`config.mk`:
```
export PLATFORM = sky130hd
export DESIGN_NAME = irq_route_msi
export DESIGN_NICKNAME = d
export VERILOG_FILES = /design/src/rtl/irq_route_pkg.sv /design/src/rtl/irq_route_regs.sv /design/src/rtl/irq_route_fmt.sv /design/src/rtl/irq_route_svc.sv /design/src/rtl/irq_route_msi.sv
export SDC_FILE = /design/constraint.sdc
export NUM_CORES = 2
export LEC_CHECK = 0
export BUFFER_PORTS_ARGS = -buffer_cell sky130_fd_sc_hd__buf_4
export CAP_MARGIN = 15
export CORE_UTILIZATION = 52
export DETAILED_ROUTE_END_ITERATION = 10
export GPL_ROUTABILITY_DRIVEN = 0
export PLACE_DENSITY = 0.75
export SLEW_MARGIN = 25
export SYNTH_ARGS = -nofsm -noshare
export SYNTH_HDL_FRONTEND = slang
export SYNTH_SLANG_ARGS = --single-unit
```
`constraint.sdc`:
```
create_clock -name clk -period 45.6 [get_ports clk]
set_clock_uncertainty 0.05 [all_clocks]
set_input_delay 9.12 -clock clk [delete_from_list [all_inputs] [get_ports clk]]
set_output_delay 9.12 -clock clk [all_outputs]
set_load 0.01 [all_outputs]
```
`src/rtl/irq_route_pkg.sv`:
```
package irq_route_pkg;
  localparam int unsigned F_VEC_LO  = 0;
  localparam int unsigned F_DLV_LO  = 8;
  localparam int unsigned F_DSTMODE = 11;
  localparam int unsigned F_TRIG    = 15;
  localparam int unsigned F_MASK    = 16;
  localparam int unsigned F_XDST_LO = 49;
  localparam int unsigned F_DST_LO  = 56;

  localparam logic [31:0] MSI_BASE  = 32'hFEE0_0000;
  localparam logic [63:0] ENTRY_RST = 64'h0000_0000_0001_0000;

  typedef struct packed {
    logic        ok;
    logic [31:0] addr;
    logic [31:0] data;
  } msi_msg_t;
endpackage

```
`src/rtl/irq_route_regs.sv`:
```
module irq_route_regs #(
  parameter int unsigned NUM_PINS = 24,
  parameter int unsigned VER_CODE = 32'h20,
  parameter int unsigned AW       = 8,
  parameter int unsigned SEL_W    = 8,
  parameter int unsigned OFS_SEL  = 0,
  parameter int unsigned OFS_WIN  = 16,
  parameter int unsigned IDX_ID   = 0,
  parameter int unsigned IDX_VER  = 1,
  parameter int unsigned IDX_ARB  = 2,
  parameter int unsigned IDX_TBL  = 16,
  localparam int unsigned PIN_W   = $clog2(NUM_PINS)
) (
  input  logic             clk,
  input  logic             rst_n,
  input  logic             bus_req,
  input  logic             bus_we,
  input  logic [AW-1:0]    bus_addr,
  input  logic [3:0]       bus_size,
  input  logic [31:0]      bus_wdata,
  output logic [31:0]      bus_rdata,
  input  logic [PIN_W-1:0] lk_pin,
  output logic             lk_hit,
  output logic [63:0]      lk_entry
);
  import irq_route_pkg::*;

  localparam logic [SEL_W-1:0] TBL_LO  = SEL_W'(IDX_TBL);
  localparam logic [SEL_W-1:0] TBL_HI  = SEL_W'(IDX_TBL + 2 * NUM_PINS - 1);
  localparam logic [31:0]      ID_MASK = 32'h0F00_0000;
  localparam logic [31:0]      VER_WORD = {8'h00, 8'(NUM_PINS - 1), 8'h00, 8'(VER_CODE)};

  logic [SEL_W-1:0] sel_q, sel_d;
  logic [31:0]      id_q, id_d;
  logic             sel_en, id_en;
  logic [63:0]      tbl_q [NUM_PINS];

  logic             full, hit_sel, hit_win, win_wr, tbl_hit;
  logic [SEL_W-1:0] tbl_off;
  logic [PIN_W-1:0] tbl_pin;
  logic [31:0]      win_rd;
  logic             unused_off;

  always_comb begin
    full    = (bus_size == 4'd4);
    hit_sel = bus_req && full && (bus_addr == AW'(OFS_SEL));
    hit_win = bus_req && full && (bus_addr == AW'(OFS_WIN));
    win_wr  = hit_win && bus_we;
    tbl_hit = (sel_q >= TBL_LO) && (sel_q <= TBL_HI);
    tbl_off = sel_q - TBL_LO;
    tbl_pin = tbl_off[PIN_W:1];
  end
  assign unused_off = ^tbl_off[SEL_W-1:PIN_W+1];

  // window read mux
  always_comb begin
    win_rd = '0;
    if (tbl_hit) begin
      win_rd = tbl_off[0] ? tbl_q[tbl_pin][63:32] : tbl_q[tbl_pin][31:0];
    end else if (sel_q == SEL_W'(IDX_ID) || sel_q == SEL_W'(IDX_ARB)) begin
      win_rd = id_q;
    end else if (sel_q == SEL_W'(IDX_VER)) begin
      win_rd = VER_WORD;
    end
  end

  always_comb begin
    bus_rdata = '0;
    if (hit_sel && !bus_we)      bus_rdata = {{(32-SEL_W){1'b0}}, sel_q};
    else if (hit_win && !bus_we) bus_rdata = win_rd;
  end

  // next state of select and id
  always_comb begin
    sel_en = hit_sel && bus_we;
    sel_d  = bus_wdata[SEL_W-1:0];
    id_en  = win_wr && (sel_q == SEL_W'(IDX_ID));
    id_d   = bus_wdata & ID_MASK;
  end

  always_ff @(posedge clk or negedge rst_n) begin
    if (!rst_n) begin
      sel_q <= '0;
      id_q  <= '0;
    end else begin
      if (sel_en) sel_q <= sel_d;
      if (id_en)  id_q  <= id_d;
    end
  end

  for (genvar i = 0; i < NUM_PINS; i++) begin : g_ent
    logic        wr_lo, wr_hi;
    logic [63:0] nxt;
    always_comb begin
      wr_lo = win_wr && tbl_hit && (tbl_pin == PIN_W'(i)) && !tbl_off[0];
      wr_hi = win_wr && tbl_hit && (tbl_pin == PIN_W'(i)) &&  tbl_off[0];
      nxt   = tbl_q[i];
      if (wr_lo) nxt[31:0]  = bus_wdata;
      if (wr_hi) nxt[63:32] = bus_wdata;
    end
    always_ff @(posedge clk or negedge rst_n) begin
      if (!rst_n)            tbl_q[i] <= ENTRY_RST;
      else if (wr_lo || wr_hi) tbl_q[i] <= nxt;
    end
  end

  // service lookup port
  always_comb begin
    lk_hit   = (32'(lk_pin) < NUM_PINS);
    lk_entry = lk_hit ? tbl_q[lk_pin] : '0;
  end

  AST_NARROW_NO_WRITE: assert property (@(posedge clk) disable iff (!rst_n)
    (bus_req && bus_we && bus_size != 4'd4) |=> ($stable(sel_q) && $stable(id_q)));
  AST_ID_FIELD_ONLY: assert property (@(posedge clk) disable iff (!rst_n)
    (id_q & ~ID_MASK) == 32'h0);
  AST_ARB_NO_WRITE: assert property (@(posedge clk) disable iff (!rst_n)
    (win_wr && sel_q == SEL_W'(IDX_ARB)) |=> $stable(id_q));
endmodule

```
`src/rtl/irq_route_fmt.sv`:
```
module irq_route_fmt (
  input  logic                      hit,
  input  logic [63:0]               entry,
  output irq_route_pkg::msi_msg_t   msg
);
  import irq_route_pkg::*;

  logic unused_bits;
  assign unused_bits = ^{entry[48:17], entry[14:12]};

  always_comb begin
    msg.ok   = hit && !entry[F_MASK] && !entry[F_DSTMODE] && !entry[F_TRIG];
    msg.addr = MSI_BASE | {12'h000, entry[F_DST_LO +: 8], entry[F_XDST_LO +: 7], 5'b0};
    msg.data = {16'h0000, entry[F_TRIG], 1'b0, 3'b000,
                entry[F_DLV_LO +: 3], entry[F_VEC_LO +: 8]};
  end
endmodule

```
`src/rtl/irq_route_svc.sv`:
```
module irq_route_svc (
  input  logic                    clk,
  input  logic                    rst_n,
  input  logic                    svc_valid,
  output logic                    svc_ready,
  input  irq_route_pkg::msi_msg_t fmt_msg,
  output logic                    msg_valid,
  input  logic                    msg_ready,
  output logic [31:0]             msg_addr,
  output logic [31:0]             msg_data
);
  logic        vld_q, vld_d;
  logic [31:0] addr_q, data_q;
  logic        accept, load;

  always_comb begin
    accept = svc_valid && !vld_q;
    load   = accept && fmt_msg.ok;
    vld_d  = vld_q;
    if (load)                   vld_d = 1'b1;
    else if (vld_q && msg_ready) vld_d = 1'b0;
  end

  always_ff @(posedge clk or negedge rst_n) begin
    if (!rst_n) begin
      vld_q  <= 1'b0;
      addr_q <= '0;
      data_q <= '0;
    end else begin
      vld_q <= vld_d;
      if (load) begin
        addr_q <= fmt_msg.addr;
        data_q <= fmt_msg.data;
      end
    end
  end

  assign svc_ready = !vld_q;
  assign msg_valid = vld_q;
  assign msg_addr  = addr_q;
  assign msg_data  = data_q;

  AST_MSG_HOLD: assert property (@(posedge clk) disable iff (!rst_n)
    (msg_valid && !msg_ready) |=> (msg_valid && $stable(msg_addr) && $stable(msg_data)));
  AST_DROP_INELIGIBLE: assert property (@(posedge clk) disable iff (!rst_n)
    (accept && !fmt_msg.ok) |=> !msg_valid);
  AST_ADDR_BASE: assert property (@(posedge clk) disable iff (!rst_n)
    msg_valid |-> (msg_addr[31:20] == 12'hFEE && msg_addr[4:0] == 5'd0));
  AST_DATA_CLEAN: assert property (@(posedge clk) disable iff (!rst_n)
    msg_valid |-> (msg_data[31:11] == 21'd0));
endmodule

```
`src/rtl/irq_route_msi.sv`:
```
module irq_route_msi #(
  parameter int unsigned NUM_PINS = 24,
  parameter int unsigned VER_CODE = 32'h20,
  localparam int unsigned PIN_W   = $clog2(NUM_PINS)
) (
  input  logic             clk,
  input  logic             rst_n,
  input  logic             bus_req,
  input  logic             bus_we,
  input  logic [7:0]       bus_addr,
  input  logic [3:0]       bus_size,
  input  logic [31:0]      bus_wdata,
  output logic [31:0]      bus_rdata,
  input  logic             svc_valid,
  input  logic [PIN_W-1:0] svc_pin,
  output logic             svc_ready,
  output logic             msg_valid,
  input  logic             msg_ready,
  output logic [31:0]      msg_addr,
  output logic [31:0]      msg_data
);
  import irq_route_pkg::*;

  logic [1:0] rst_sync_q;
  logic       rst_n_i;

  always_ff @(posedge clk or negedge rst_n) begin
    if (!rst_n) rst_sync_q <= 2'b00;
    else        rst_sync_q <= {rst_sync_q[0], 1'b1};
  end
  assign rst_n_i = rst_sync_q[1];

  logic        lk_hit;
  logic [63:0] lk_entry;
  msi_msg_t    fmt_msg;

  irq_route_regs #(.NUM_PINS(NUM_PINS), .VER_CODE(VER_CODE)) u_regs (
    .clk(clk), .rst_n(rst_n_i),
    .bus_req(bus_req), .bus_we(bus_we), .bus_addr(bus_addr),
    .bus_size(bus_size), .bus_wdata(bus_wdata), .bus_rdata(bus_rdata),
    .lk_pin(svc_pin), .lk_hit(lk_hit), .lk_entry(lk_entry)
  );

  irq_route_fmt u_fmt (.hit(lk_hit), .entry(lk_entry), .msg(fmt_msg));

  irq_route_svc u_svc (
    .clk(clk), .rst_n(rst_n_i),
    .svc_valid(svc_valid), .svc_ready(svc_ready), .fmt_msg(fmt_msg),
    .msg_valid(msg_valid), .msg_ready(msg_ready),
    .msg_addr(msg_addr), .msg_data(msg_data)
  );
endmodule

```
# After elaboration in Yosys (flattened, before gate mapping)

Cells that the tools add are included.
Widths: inputs -> output; s select.

Bitwise operators: 2
Reduce and logical (&&, ||, !) cells: 171
Add/sub/neg operators: 1
$lt $le $gt $ge: 5
Eq/ne operators: 27
Mux-type cells: 15

Operator list:

| operator            | number |
|---|---|
| $bmux 64 s5         | 2 |
| $mux 64             | 5 |
| $mux 32             | 4 |
| $reduce_and 2->1    | 48 |
| $logic_and 1x1->1   | 88 |
| $eq 5x4->1 const B  | 8 |
| $eq 5x5->1 const B  | 8 |
| $mux 28             | 1 |
| $logic_or 1x1->1    | 25 |
| $mux 21             | 1 |
| $eq 5x3->1 const B  | 4 |
| $logic_not 8->1     | 2 |
| $ge 6x6->1 const B  | 2 |
| $not 5->6           | 2 |
| $eq 5x2->1 const B  | 2 |
| $eq 8x1->1 const B  | 1 |
| $eq 8x2->1 const B  | 1 |
| $eq 8x5->1 const B  | 1 |
| $ge 8x5->1 const B  | 1 |
| $le 8x6->1 const B  | 1 |
| $logic_not 1->1     | 6 |
| $sub 6x5->6 const B | 1 |
| $eq 5x1->1 const B  | 1 |
| $logic_not 5->1     | 1 |
| 4 further kinds     | 5 |

Word-level logic and storage cells: 275
Bits of input ports: 55
Bits in registers: 1579
Output and inout bits: 98

# Longest topological paths before layout

Depth after elaboration: 11
Gate-level depth with buffers: 14
Gate-level depth less buffers: 7

# By module

A second synthesis with hierarchy kept.

Cell total of the unflattened synthesis: 5477
Area, all modules: 85733.5 um^2

Modules (own cells, without submodules):

| module         | seq. area each (um^2) | cells each | area each (um^2) | instances |
|---|---|---|---|---|
| irq_route_regs | 38767.2               | 5268       | 82544.2          | 1 |
| irq_route_svc  | 1626.6                | 139        | 2632.5           | 1 |
| irq_route_fmt  | 0.0                   | 67         | 503.0            | 1 |
| irq_route_msi  | 50.0                  | 3          | 53.8             | 1 |

# Worst setup path after synthesis

No wires, ideal clock.

Path type: input port to output port
Start: in bus_addr[1]
End: out bus_rdata[17]
Stages on the path: 6
Arrival: 10.583 ns
Slack: 25.847 ns
Required time: 36.430 ns
Path buffers: 1
Path through: nor4b_1 > nand4_1 > nor4_1 > clkbuf_1 > o21ai_0 > a32oi_1

Cells in the longest elaborated chain, start to end: 5
Elaborated cells between the ends (all ways): 8
Classes of those cells: 1 x eq/ne; 2 x mux; 5 x reduce/logical

Ends and longest elaborated chain:

| element            | RTL line             | text |
|---|---|---|
| start: declaration | irq_route_msi.sv:10  | `input logic [7:0] bus_addr,` |
| $eq 8x5->1         | irq_route_regs.sv:47 | `hit_win = bus_req && full && (bus_addr == AW'(OFS_WIN));` |
| $logic_and 1x1->1  | irq_route_regs.sv:47 |  |
| $logic_and 1x1->1  | irq_route_regs.sv:70 | `else if (hit_win && !bus_we) bus_rdata = win_rd;` |
| $mux 32            | irq_route_regs.sv:70 |  |
| $mux 32 (*)        | irq_route_regs.sv:69 | `if (hit_sel && !bus_we) bus_rdata = {{(32-SEL_W){1'b0}}, sel_q};` |
| end: declaration   | irq_route_msi.sv:13  | `output logic [31:0] bus_rdata,` |

Mark *: on every way between the ends. The rest lies on a longest branch, timed or not.

# Final worst setup path

Same ends and word-level chain as after synthesis.

==> impl_metrics.toml <==
[detailed_routing]
ant_nets = 0
drtIter0Drc = 4443
vias = 46800
firstDrtPassIters = 5
via_per_inst = 6.74
drcViolationCount = 0
finalWirelength_um = 222000
routedWlPerCell_um = 31.9

[sta]
fin_setup_tns_ns = 0
fin_crit_sh = 0.480
slew_viol_final = 0
hold_viol = 0
fmax_ghz = 0.0457
fin_ws_ns = 23.71
relSlewSlack = 0.208
setup_viol_count_final = 0
tightest_slew_ns = 1.18
whs_ns = 0.302
rsz0062_at_grt = "no"
post-route-min-period_ns = 21.89

[synthesis]
synth_top_family_by_area = "multiplexers"
synth_cell_type_count = 60
synth-simple-area-share = 0.0196
synthMuxAreaShare = 0.418
yosysSeqAreaShare = 0.509
synth-xor-area-share = 0
synth.avg_cell_area_um2 = 15.6
synth-async-reset-ratio = 1.00
postSynthCellCount = 4976
ys_warn_count = 0
yosys.area.top_type_share = 0.501
ys.flop_type = "dfrtp_1"
synth_compound_area_frac = 0.0195
ys_seq_elements = 1579
syn_area_um2 = 77700
synth_fa_ha_area_frac = 0.000322
yosys-top-cells-area = "dfrtp_1 (50%), mux2_2 (21%), mux4_2 (16%), mux2i_1 (2.5%), mux2_1 (1.6%)"
synth_edf_count = 0
yosysTopAreaCell = "dfrtp_1"

[setup_path]
cp-end-kind = "output pin"
rr_endpoint = "u_regs.tbl_q[1390]"
cp.required_ns = 36.43
r2r_cells = 7
r2r_slack_ns = 40.22
crit_path_cell_trace = "buf_4 > nor4b_1 > nand4_1 > nor2_1 > nand4_1 > a32oi_1 > buf_4"
crit_path_start_kind = "input pin"
arrival_ns = 12.72
reg2reg_from = "u_regs.sel_q[3]"
critical_path_class = "input pin to output pin"
cpPeakStageDelay_ns = 1.18
crit_slowest_cell = "nand4_1"
cp_max_fo = 6

[global_routing]
grtUsageTotal = 0.298
gr-total-overflow = 0
grt_pass1_wl_um = 331000
grt_max_degree = 173
grt_pass1_vias = 48500
grt_antenna_before_repair = 7

[clock_tree]
cts-resized-gates = 0
cts.sinks = 1579
worst_skew_pair.late_latency_ns = 0.82
h-tree-depth = 4
postCtsSetupRepairBufs = 0
path_clk_slew_ns = 0.06
hold_buffers = 0
cts_tree = "done"
clock-root-buffer = "clkbuf_16"
cts_inserted_buffers = 167
cts_buffer_depth = 3

[final_layout]
nNetsFinal = 4926
areaGrowthSynthToFinish_pct = 10.4
drive_above_1_share = 0.531

[floorplanning]
die_h_um = 389
dieArea_um2 = 151000
die_w_um = 389
start_util = 0.525
pin_count = 153
rows = 141
core_area_um2 = 148000

[worst_hold_path]
worstHoldStart = "rst_sync_q[0]"
whs_path_depth = 0
hold_end = "rst_sync_q[1]"
hold_class = "register to register"

[run_status]
status = "completed"

[placed_design]
dp_hpwl_um = 126000
io_buffers = 125
place_ws_ns = 23.85

[pwr]
power.density_nw_per_um2 = 34.0
ir_drop_v = 0.0000295
power_uw = 2920
p_leak_uw = 0.0406

[job]
maxCapViolCount = 0
[layout by cell type, fill, tap and decap left out, types with 40 or more instances in the layout]
cell type,Yosys,routed
dfrtp_1,1555,1549
mux2_2,1467,1467
mux4_2,546,546
buf_4,94,221
mux2i_1,198,198
clkbuf_16,0,170
mux2_1,109,109
o21ai_0,90,90
nor2_1,46,46
clkbuf_8,0,46
o22ai_1,44,44
clkbuf_1,286,40
[synthesized netlist by cell type, drive strengths merged (7+ instances only)]
library cell  number
a211oi             9
a21oi             30
buf              264
clkbuf           287
dfrtp           1555
dfstp             24
inv               16
mux2            1606
mux2i            198
mux4             546
nand2             37
nand2b             8
nand3             27
nand4              9
nor2              47
nor2b             12
nor3              44
nor4              23
o21ai             90
o221ai             7
o22a              26
o22ai             44
[where the power goes]
group / total (µW) / leakage [µW] / switching [µW] / internal, µW
combinational: 84.9 / 0.0158 / 68.1 / 16.7
clock: 1430 / 0.00283 / 585 / 842
sequential: 1400 / 0.0220 / 1.35 / 1400
total: 2920 / 0.0406 / 655 / 2260
[routing by layer]
metal / vias up / part of all wire / GRT usage
met5: - / 0.00018 / 0
met4: 6 / 0.045 / 0.130
met3: 499 / 0.078 / 0.0590
met2: 2049 / 0.47 / 0.465
met1: 25600 / 0.40 / 0.409
li1: 18600 / - / -
[final cells by class]
cell class | instances | area [µm²]
Fill cell | 11200 | 62200
Sequential cell | 1579 | 39600
Multi-Input combinational cell | 2855 | 35900
Clock buffer | 255 | 5020
Tap cell | 1930 | 2410
Timing Repair Buffer | 249 | 2120
Clock inverter | 47 | 742
Inverter | 17 | 66.3
Antenna cell | 3 | 7.51
[how the worst max path moves through the flow]
stage,startpoint,endpoint,slack [ns]
3_5_place_dp,bus_addr[1],bus_rdata[20],23.85
6_report,bus_addr[1],bus_rdata[17],23.71
2_1_floorplan,rst_sync_q[1],u_regs.id_q[24],19.99
4_1_cts,bus_addr[1],bus_rdata[20],23.84
5_1_grt,bus_addr[1],bus_rdata[20],23.81
3_3_place_gp,bus_addr[1],bus_rdata[20],23.88
[per-stage QoR]
step / cells / area (µm²) / utilization
global route: 6933 / 85800 / 0.580
CTS: 6929 / 85700 / 0.579
finish: 6935 / 85800 / 0.580
detailed placement: 6627 / 79900 / 0.540
global placement: 6619 / 79800 / 0.539
floorplan: 5002 / 77800 / -
[state kept, by name, indices dropped and copies added (netlist names)]
name,cells
rst_sync_q,2
u_regs.id_q,4
u_regs.sel_q,8
u_regs.tbl_q,1536
u_svc.msg_addr,16
u_svc.msg_data,12
u_svc.msg_valid,1
[cells by family (layout without fill, tap and decap cells)]
kind of cell	after synthesis	after routing
buf+inv	568	568
compound gates	237	237
fa+ha+maj	2	2
other cells	2	31
flops	1579	1579
mux	2350	2350
simple gates	238	238
[worst max-delay path: cells and delay by family]
family / cells / cell delay, ns
compound gates: 1 / 0.67
buf+inv: 2 / 0.31
simple gates: 4 / 2.60
Power figures use the tool's default switching activity.
